<file path="config.mk">
export PLATFORM = sky130hd
export DESIGN_NAME = edge_stamp_unit
export DESIGN_NICKNAME = d
export VERILOG_FILES = /design/src/rtl/stamp_pkg.sv /design/src/rtl/pin_qualifier.sv /design/src/rtl/stamp_queue.sv /design/src/rtl/edge_stamp_unit.sv
export SDC_FILE = /design/constraint.sdc
export NUM_CORES = 1
export LEC_CHECK = 0
export BUFFER_PORTS_ARGS = -buffer_cell sky130_fd_sc_hd__buf_2
export CORE_ASPECT_RATIO = 0.9
export CORE_MARGIN = 8
export CORE_UTILIZATION = 35
export DETAILED_ROUTE_END_ITERATION = 10
export MAX_ROUTING_LAYER = met4
export PLACE_DENSITY_LB_ADDON = 0.3
export SYNTH_ARGS = -nofsm -noshare
export SYNTH_HDL_FRONTEND = slang
export SYNTH_SLANG_ARGS = --single-unit
</file>
<file path="constraint.sdc">
create_clock -name clk -period 7.3 [get_ports clk]
set_clock_uncertainty 0.05 [all_clocks]
set_input_delay 0.365 -clock clk [delete_from_list [all_inputs] [get_ports clk]]
set_output_delay 0.365 -clock clk [all_outputs]
set_load 0.005 [all_outputs]
</file>
<file path="src/rtl/stamp_pkg.sv">
// Shared types for the timestamp capture unit.
// Assumes the setup word fits in the low 9 bits of the register data.
package stamp_pkg;
    localparam int FLT_W = 3;   // glitch-filter length field width
    localparam int DIV_W = 4;   // division counter width (up to 16)

    // Channel setup word; field positions match the register layout.
    typedef struct packed {
        logic             ie;     // bit 8: interrupt enable
        logic             tsel;   // bit 7: stamp source select
        logic [FLT_W-1:0] flt;    // bits 6:4: filter length N
        logic [1:0]       div;    // bits 3:2: transition divider
        logic [1:0]       trig;   // bits 1:0: trigger type
    } chan_cfg_t;

    localparam int CFG_W = $bits(chan_cfg_t);
endpackage

</file>
<file path="src/rtl/pin_qualifier.sv">
// Conditions one capture pin: synchronizes it, rejects levels shorter than
// N+1 clocks, detects the selected transitions and divides them.
// Assumes the pin is low at reset; 'fire' is a one-cycle capture request.
module pin_qualifier
    import stamp_pkg::*;
(
    input  logic             clk,
    input  logic             rst_n,
    input  logic             pin_async,
    input  logic [1:0]       trig,
    input  logic [1:0]       div,
    input  logic [FLT_W-1:0] flt,
    input  logic             restart,
    output logic             fire
);
    logic [1:0]       sync_q;
    logic             lvl_q;
    logic             lvl_d_q;
    logic [FLT_W-1:0] run_q;
    logic [DIV_W-1:0] pcnt_q;
    logic [DIV_W-1:0] lim;
    logic             rise;
    logic             fall;
    logic             qual;

    // Two-flop synchronizer for the asynchronous pin.
    always_ff @(posedge clk) begin
        if (!rst_n) sync_q <= '0;
        else        sync_q <= {sync_q[0], pin_async};
    end

    // Glitch filter: a differing level must be seen flt+1 times in a row.
    always_ff @(posedge clk) begin
        if (!rst_n) begin
            lvl_q <= 1'b0;
            run_q <= '0;
        end else if (sync_q[1] == lvl_q) begin
            run_q <= '0;
        end else if (run_q == flt) begin
            lvl_q <= sync_q[1];
            run_q <= '0;
        end else begin
            run_q <= run_q + 1'b1;
        end
    end

    // Delayed filtered level for transition detection.
    always_ff @(posedge clk) begin
        if (!rst_n) lvl_d_q <= 1'b0;
        else        lvl_d_q <= lvl_q;
    end

    assign rise = lvl_q & ~lvl_d_q;
    assign fall = ~lvl_q & lvl_d_q;
    assign qual = (trig[0] & rise) | (trig[1] & fall);

    // Divider terminal count chosen by the setup field.
    always_comb begin
        case (div)
            2'b01:   lim = DIV_W'(3);
            2'b10:   lim = DIV_W'(15);
            default: lim = '0;
        endcase
    end

    // Division counter, restarted by a setup write or a disabled trigger.
    always_ff @(posedge clk) begin
        if (!rst_n || restart || trig == 2'b00) pcnt_q <= '0;
        else if (qual)                          pcnt_q <= (pcnt_q == lim) ? '0 : pcnt_q + 1'b1;
    end

    assign fire = qual & (pcnt_q == lim) & ~restart;
endmodule

</file>
<file path="src/rtl/stamp_queue.sv">
// Small FIFO for captured stamps with a sticky overflow flag.
// A push into a full queue succeeds only when a pop happens in the same
// cycle; otherwise the new value is dropped and 'ovf' is set.
module stamp_queue #(
    parameter int W     = 16,
    parameter int DEPTH = 2
) (
    input  logic         clk,
    input  logic         rst_n,
    input  logic         push,
    input  logic [W-1:0] din,
    input  logic         pop,
    input  logic         ovf_clr,
    output logic [W-1:0] dout,
    output logic         empty,
    output logic         full,
    output logic         ovf
);
    localparam int PW = (DEPTH > 1) ? $clog2(DEPTH) : 1;
    localparam int CW = $clog2(DEPTH + 1);

    logic [W-1:0]  mem_q [DEPTH];
    logic [PW-1:0] rp_q;
    logic [PW-1:0] wp_q;
    logic [CW-1:0] cnt_q;
    logic          pop_ok;
    logic          push_ok;

    function automatic logic [PW-1:0] step(input logic [PW-1:0] p);
        return (p == PW'(DEPTH - 1)) ? '0 : p + 1'b1;
    endfunction

    assign empty   = (cnt_q == '0);
    assign full    = (cnt_q == CW'(DEPTH));
    assign pop_ok  = pop & ~empty;
    assign push_ok = push & (~full | pop_ok);
    assign dout    = empty ? '0 : mem_q[rp_q];

    // Storage write; contents need no reset.
    always_ff @(posedge clk) begin
        if (push_ok) mem_q[wp_q] <= din;
    end

    // Pointer and occupancy update.
    always_ff @(posedge clk) begin
        if (!rst_n) begin
            rp_q  <= '0;
            wp_q  <= '0;
            cnt_q <= '0;
        end else begin
            if (push_ok) wp_q <= step(wp_q);
            if (pop_ok)  rp_q <= step(rp_q);
            cnt_q <= cnt_q + CW'(push_ok) - CW'(pop_ok);
        end
    end

    // Sticky overflow; a new loss wins over a clear in the same cycle.
    always_ff @(posedge clk) begin
        if (!rst_n)               ovf <= 1'b0;
        else if (push & ~push_ok) ovf <= 1'b1;
        else if (ovf_clr)         ovf <= 1'b0;
    end
endmodule

</file>
<file path="src/rtl/edge_stamp_unit.sv">
// Four-channel timestamp capture. Each channel qualifies its pin, stamps
// one of two external counters and queues the stamp. A register port gives
// setup, queue removal and status. Map: c = setup, NCH+c = queue,
// 2*NCH = status {overflow[NCH], not_empty[NCH]}.
// Assumes TW >= CFG_W and TW >= 2*NCH.
module edge_stamp_unit
    import stamp_pkg::*;
#(
    parameter int NCH   = 4,
    parameter int TW    = 16,
    parameter int DEPTH = 2,
    parameter int AW    = 4
) (
    input  logic           clk,
    input  logic           rst_n,
    input  logic [NCH-1:0] pin_in,
    input  logic [TW-1:0]  tmr_a,
    input  logic [TW-1:0]  tmr_b,
    input  logic [AW-1:0]  addr,
    input  logic           wr_en,
    input  logic [TW-1:0]  wdata,
    input  logic           rd_en,
    output logic [TW-1:0]  rdata,
    output logic [NCH-1:0] irq
);
    localparam logic [AW-1:0] STAT_A = AW'(2 * NCH);

    chan_cfg_t      cfg_q [NCH];
    logic [TW-1:0]  dout_v [NCH];
    logic [NCH-1:0] fire_v;
    logic [NCH-1:0] empty_v;
    logic [NCH-1:0] full_v;
    logic [NCH-1:0] ovf_v;
    logic [NCH-1:0] pop_v;
    logic [NCH-1:0] cfg_wr_v;
    logic [NCH-1:0] ovf_clr_v;
    logic           unused_wbits;

    assign unused_wbits = ^wdata[TW-1:CFG_W];

    for (genvar g = 0; g < NCH; g++) begin : g_ch
        assign cfg_wr_v[g]  = wr_en & (addr == AW'(g));
        assign pop_v[g]     = rd_en & (addr == AW'(NCH + g));
        assign ovf_clr_v[g] = wr_en & (addr == STAT_A) & wdata[NCH + g];

        // Setup register of this channel.
        always_ff @(posedge clk) begin
            if (!rst_n)          cfg_q[g] <= '0;
            else if (cfg_wr_v[g]) cfg_q[g] <= chan_cfg_t'(wdata[CFG_W-1:0]);
        end

        pin_qualifier i_qual (
            .clk       (clk),
            .rst_n     (rst_n),
            .pin_async (pin_in[g]),
            .trig      (cfg_q[g].trig),
            .div       (cfg_q[g].div),
            .flt       (cfg_q[g].flt),
            .restart   (cfg_wr_v[g]),
            .fire      (fire_v[g])
        );

        stamp_queue #(.W(TW), .DEPTH(DEPTH)) i_queue (
            .clk     (clk),
            .rst_n   (rst_n),
            .push    (fire_v[g]),
            .din     (cfg_q[g].tsel ? tmr_b : tmr_a),
            .pop     (pop_v[g]),
            .ovf_clr (ovf_clr_v[g]),
            .dout    (dout_v[g]),
            .empty   (empty_v[g]),
            .full    (full_v[g]),
            .ovf     (ovf_v[g])
        );

        assign irq[g] = ~empty_v[g] & cfg_q[g].ie;
    end

    // Combinational read mux over setup, queue heads and status.
    always_comb begin
        rdata = '0;
        for (int c = 0; c < NCH; c++) begin
            if (addr == AW'(c))       rdata = TW'(cfg_q[c]);
            if (addr == AW'(NCH + c)) rdata = dout_v[c];
        end
        if (addr == STAT_A) rdata = TW'({ovf_v, ~empty_v});
    end
endmodule

</file>
# Word level (Yosys, flattened, before mapping)
# Memory sizes are Yosys's and may differ from the RTL's. A register that Yosys moved wholly into a read port is not among the register bits.
# Cells that the tools add are included.
[word_totals]
mem_bits_rw = 164
elab_cells = 296
input_bits = 60
ff_bits = 64
mem_count = 5
out_inout_bits = 20
[memory_table]
columns = ["name", "depth", "word_bits", "read_ports", "rd_clocked_by_memory_dff", "wr", "line_no", "rtl"]
rows = [
  ["cfg_q", 4, 9, 4, 0, 4, "edge_stamp_unit.sv:28", "chan_cfg_t cfg_q [NCH];"],
  ["g_ch[0].i_queue.mem_q", 2, 16, 1, 1, 1, "stamp_queue.sv:22", "logic [W-1:0] mem_q [DEPTH];"],
  ["g_ch[1].i_queue.mem_q", 2, 16, 1, 1, 1, "stamp_queue.sv:22", ""],
  ["g_ch[2].i_queue.mem_q", 2, 16, 1, 1, 1, "stamp_queue.sv:22", ""],
  ["g_ch[3].i_queue.mem_q", 2, 16, 1, 1, 1, "stamp_queue.sv:22", ""],
]
[classes]
muxes = 74
n_bitwise = 95
eq_ne = 32
reduce_logical = 30
add_sub_neg = 24
[op_table]
columns = ["op", "count"]
rows = [
  ["$mux W16", 16],
  ["$and A1 B1 Y1", 53],
  ["$mux W1", 45],
  ["$mux W9", 5],
  ["$pmux W4 S2", 4],
  ["$not A1 Y1", 29],
  ["$add A4 B1 Y4 const B", 4],
  ["$eq A2 B2 Y1 const B", 8],
  ["$eq A4 B3 Y1 const B", 4],
  ["$eq A4 B4 Y1", 4],
  ["$logic_not A2 Y1", 8],
  ["$mux W4", 4],
  ["$add A3 B1 Y3 const B", 4],
  ["$eq A3 B3 Y1", 4],
  ["$or A1 B1 Y1", 12],
  ["$reduce_or A3 Y1", 4],
  ["$add A1 B1 Y1 const B", 8],
  ["$add A2 B1 Y2", 4],
  ["$eq A2 B1 Y1 const B", 4],
  ["$eq A4 B2 Y1 const B", 2],
  ["$logic_or A1 B1 Y1", 8],
  ["$reduce_and A2 Y1", 4],
  ["$reduce_bool A2 Y1", 4],
  ["$sub A2 B1 Y2", 4],
  ["other kinds (6)", 9],
]

# Depth between registers and ports, before layout
[logic_depth]
depth_word = 10
ltp_mapped = 10
ltp_nobuf = 9

# By module
# From an unflattened synthesis, not the netlist that was laid out.
[unflattened]
cells_unflattened = 925
area_unflattened_um2 = 11367.2
[by_module_without_submodules]
columns = ["module", "seq_area_each_um2", "n_inst", "area_per_inst_um2", "cells_per_inst"]
rows = [
  ["stamp_queue", 1081.0, 4, 1502.7, 101],
  ["edge_stamp_unit", 1081.0, 1, 3254.4, 289],
  ["pin_qualifier", 220.2, 4, 525.5, 58],
]

# Worst setup path before layout
# No wires, ideal clock.
[synth_path]
kind = "register to register"
start = "mem cfg_q[3][3] (netlist bit)"
end = "mem g_ch[3].i_queue.mem_q[1][0], enable pin"
stages_incl_launch_ff = 6
synth_period_minus_slack_ps = 2513
path_slack_ps = 4787
setup_time_ps = 374
n_path_buf = 0
arrival_time_ps = 2089
required_time_ps = 6876
cell_sequence = "edfxtp_1 -> ha_1 -> or3b_1 -> a222oi_1 -> and3_2 -> and2_1"
[synth_lines]
columns = ["item", "line_no"]
rows = [
  ["from (decl)", "edge_stamp_unit.sv:28"],
  ["to (decl)", "stamp_queue.sv:22"],
]

# Worst setup path in the final report
[layout_path]
start = "in addr[2]"
end = "out rdata[12]"
[layout_between]
elab_chain_len = 9
word_cells_on_any_way = 16
cone_classes = "eq/ne: 8; mux: 8"
[layout_lines]
columns = ["item", "line_no", "rtl"]
rows = [
  ["from (decl)", "edge_stamp_unit.sv:19", "input logic [AW-1:0] addr,"],
  ["$eq A4 B3 Y1", "edge_stamp_unit.sv:84", "if (addr == AW'(NCH + c)) rdata = dout_v[c];"],
  ["$mux W16", "edge_stamp_unit.sv:84", ""],
  ["$mux W16", "edge_stamp_unit.sv:83", "if (addr == AW'(c)) rdata = TW'(cfg_q[c]);"],
  ["$mux W16", "edge_stamp_unit.sv:84", ""],
  ["$mux W16", "edge_stamp_unit.sv:83", ""],
  ["$mux W16", "edge_stamp_unit.sv:84", ""],
  ["$mux W16", "edge_stamp_unit.sv:83", ""],
  ["$mux W16", "edge_stamp_unit.sv:84", ""],
  ["$mux W16 (*)", "edge_stamp_unit.sv:86", "if (addr == STAT_A) rdata = TW'({ovf_v, ~empty_v});"],
  ["to (decl)", "edge_stamp_unit.sv:23", "output logic [TW-1:0] rdata,"],
]
# Mark *: on every way between the ends. The rest lies on a longest branch, timed or not.

==> run metrics <==
RSZ-0062 raised after global routing=false; share of cells above drive strength 1=20.8%; Slew Viols, Final=0; power density cells=227 nW/µm²; Post-Layout Cell Count=1400; DRC viols=0; Max Cap Viol=0; worst slew pin tran=1.16 ns; vias in the first global route=between 7000 and 8000; Unique masters post-synth=56; synthesis-to-layout area growth=14.3%; Via density=roughly 5.3; GRT met1 Usage=a little over a fifth; WS Path Type=in -> out; Synth warnings=0; DIE HEIGHT=between 150 and 200 µm; worst skew pair latency=about 0.53 ns; syn_area_per_cell=about 12 µm²; Hold WC Path Type=in -> reg; Antenna Diode Count=0; Worst Min Path Start=wdata[8]; GRT Total Usage=~16%; hold path depth=2; Worst Path Max Fanout=23; antenna violation net count after detailed routing=0; startpoint types=input port; min Tclk post-route=between 3 and 4 ns; GRT met3 Usage=2.20%; commonest non-fill, non-tap cell in the layout=edfxtp_1; P_sw=roughly 0.00066 W; Slew headroom=a little under a quarter; Mapped Area=roughly 11000 µm²; status=finished clean; CTS sink count=approximately 230; CTS tree=done; hold slack=around 0.13 ns; WL per Instance=about 21 µm; IO Pins=80; GRT overflow=0; GP Congestion=around 0.86; antenna violations before repair=0; Power Internal=~0.0022 W; CTS root buffer=clkbuf_16; most frequent cells in the layout=edfxtp_1 (164), mux2i_1 (72), mux2_2 (72), buf_2 (72), dfxtp_1 (68); Max Clk Rate=between 0.2 and 0.3 GHz; CTS Buf Count=27; WP data arrival=just over 3 ns; leakage power=roughly 4.4 nW; Syn Nets=977; die area=37800 µm²; number of hold violations in the final report=0; reg-to-reg critical path startpoint=cfg_q[0][3]; I/O Buffers=72; Starting Density=35.2%; critical path data required time=slightly below 7 ns; Die Wd=slightly above 200 µm; switching part of the total=between 20% and 30%; sequential cell area fraction in the yosys report=56.5%; CTS H-tree depth=1; R2R Setup Slk=4.18 ns; end point of the critical path=rdata[12]; fin crit share=a little under half; CP Capture Type=primary output; R2R depth=5; busiest grt layer=met2; first-pass GRT wire length=approximately 45000 µm; placed insts=about 1300; clock share of power=between 40% and 50%; sequential power share=about 50%; GR Layer Usage met2=a little over a quarter; DRT iter0 DRCs=647; CTS max path bufs=3; Async SR Flop Fraction=0%; Reg clk slew, reported paths=0.06 ns; Total Neg Setup Slack=0 ns; NumNets Final=approximately 1000; final setup fails=0; core area=roughly 32000 µm²; EDFF count, synth=164; CP startpoint=addr[2]; part of the power in combinational logic=between 6 and 7%; row cnt=62; drt pass-1 iters=5; post_cts resized=0; via count=about 7400; number of fill cells=approximately 3000; Routed WL=about 30000 µm; dpl hpwl=around 21000 µm; maximum number of pins on one net before global-route repair=35; Synth Flop Type=edfxtp_1; reg-to-reg critical path endpoint=g_ch[0].i_queue.mem_q[1][2]; Syn Inst Count=approximately 900; register bit total from synthesis=about 230; worst vdd ir=~0.00016 V
[power by group through the flow]
| stage | clock network, W | logic (W) | registers, W |
|---|---|---|---|
| after global placement | 0 | 0.000173 | 0.00149 |
| after detailed placement | 0 | 0.000175 | 0.00149 |
| after CTS | 0.00127 | 0.000178 | 0.00146 |
| after global routing | 0.00132 | 0.000194 | 0.00146 |
| after floorplan | 0 | 0.000114 | 0.00147 |
| final | 0.00125 | 0.000179 | 0.00146 |
[cell usage after synthesis (all sizes together), types with 2 or more instances]
cell type / number / area [µm²]
mux2: 72 / 811
clkbuf: 17 / 63.8
and3: 4 / 33.8
nor3b: 2 / 25.0
o221ai: 4 / 35.0
a21oi: 17 / 85.1
xor2: 17 / 149
ha: 20 / 250
nor2b: 5 / 31.3
a21o: 7 / 52.6
or3b: 6 / 52.6
and2: 57 / 357
nand2b: 9 / 56.3
and2b: 4 / 30.0
a21boi: 4 / 30.0
nand3: 19 / 95.1
nor3: 24 / 130
mux2i: 72 / 721
a222oi: 4 / 40.0
or3: 8 / 50.1
nor4: 18 / 158
nor2: 61 / 229
xnor2: 27 / 236
a2bb2oi: 6 / 52.6
o211ai: 7 / 52.6
o22ai: 8 / 50.1
dfxtp: 68 / 1360
buf: 26 / 128
nand3b: 17 / 128
o22a: 3 / 26.3
edfxtp: 164 / 4920
o311ai: 9 / 78.8
or4: 3 / 22.5
inv: 20 / 75.1
o21ai: 23 / 115
o21a: 14 / 105
a211oi: 8 / 60.1
nand2: 29 / 109
or2: 6 / 37.5
[through the flow]
step | power, W | setup WS (ns) | instance area (µm²) | utilization [%]
3_3_place_gp | 0.00166 | 3.84 | 11900 | 37.6
6_report | 0.00289 | 3.85 | 12700 | 40.3
4_1_cts | 0.00291 | 3.94 | 12700 | 40.3
5_1_grt | 0.00298 | 3.72 | 12700 | 40.3
3_5_place_dp | 0.00166 | 3.79 | 11900 | 37.6
2_1_floorplan | 0.00158 | 4.79 | 11100 | -
[flip-flops by register name (all words and copies together), names as in the netlist, named ones only]
name                 count
g_ch.i_queue.rp_q        4
g_ch.i_queue.ovf         4
g_ch.i_queue.cnt_q       8
g_ch.i_queue.mem_q     128
g_ch.i_qual.lvl_d_q      4
g_ch.i_qual.lvl_q        4
cfg_q                   36
g_ch.i_qual.sync_q       8
g_ch.i_qual.run_q       12
g_ch.i_qual.pcnt_q      16
g_ch.i_queue.wp_q        4
[worst min-delay path by stage]
stage                     slack (ns)                        to
after floorplan                 0.36  g_ch[0].i_qual.sync_q[1]
after global placement          0.36  g_ch[3].i_qual.sync_q[1]
after detailed placement        0.37  g_ch[3].i_qual.sync_q[1]
after CTS                       0.12               cfg_q[0][8]
after global routing            0.12               cfg_q[1][8]
final                           0.13               cfg_q[0][8]
[worst max-delay path: stages]
cell and delay (ns):
buf_2 0.41, nand2b_1 0.47, buf_4 0.36, a21oi_1 0.60, o311ai_0 0.46, o21ai_1 0.20
buf_2 0.14
[layer usage]
metal  vias up  share of wire [%]
met5         -                  0
met4         0                2.0
met3        49                6.4
met2       254                 48
met1      3601                 44
li1       3474                  -
[layout make-up]
type | instances | area (µm²) | share of cell area [%]
sequential | 232 | 6290 | 49.5
tap | 416 | 520 | 4.09
inverter | 20 | 75.1 | 0.591
timing repair buffer | 82 | 445 | 3.50
clock inverter | 14 | 108 | 0.847
multi-input combinational | 602 | 4570 | 36.0
clock buffer | 34 | 702 | 5.52
[kinds of logic (layout without fill, tap and decap cells)]
logic type	after synthesis	after routing	share of synthesized area (%)
AOI/OAI and AO/OA	120	120	7.51
xor gates and xnor gates	44	44	3.46
adders and majority gates	20	20	2.25
buffers and inverters	63	150	2.40
DFF	232	232	56.5
muxes	144	144	13.8
and+or+nand+nor	274	274	14.1
[timing repair]
action                                 CTS  global route
buffers inserted                         0             0
endpoints found under the hold margin    4             0
hold buffers                             4             0
Note: power is estimated with default switching activity, not from simulation.
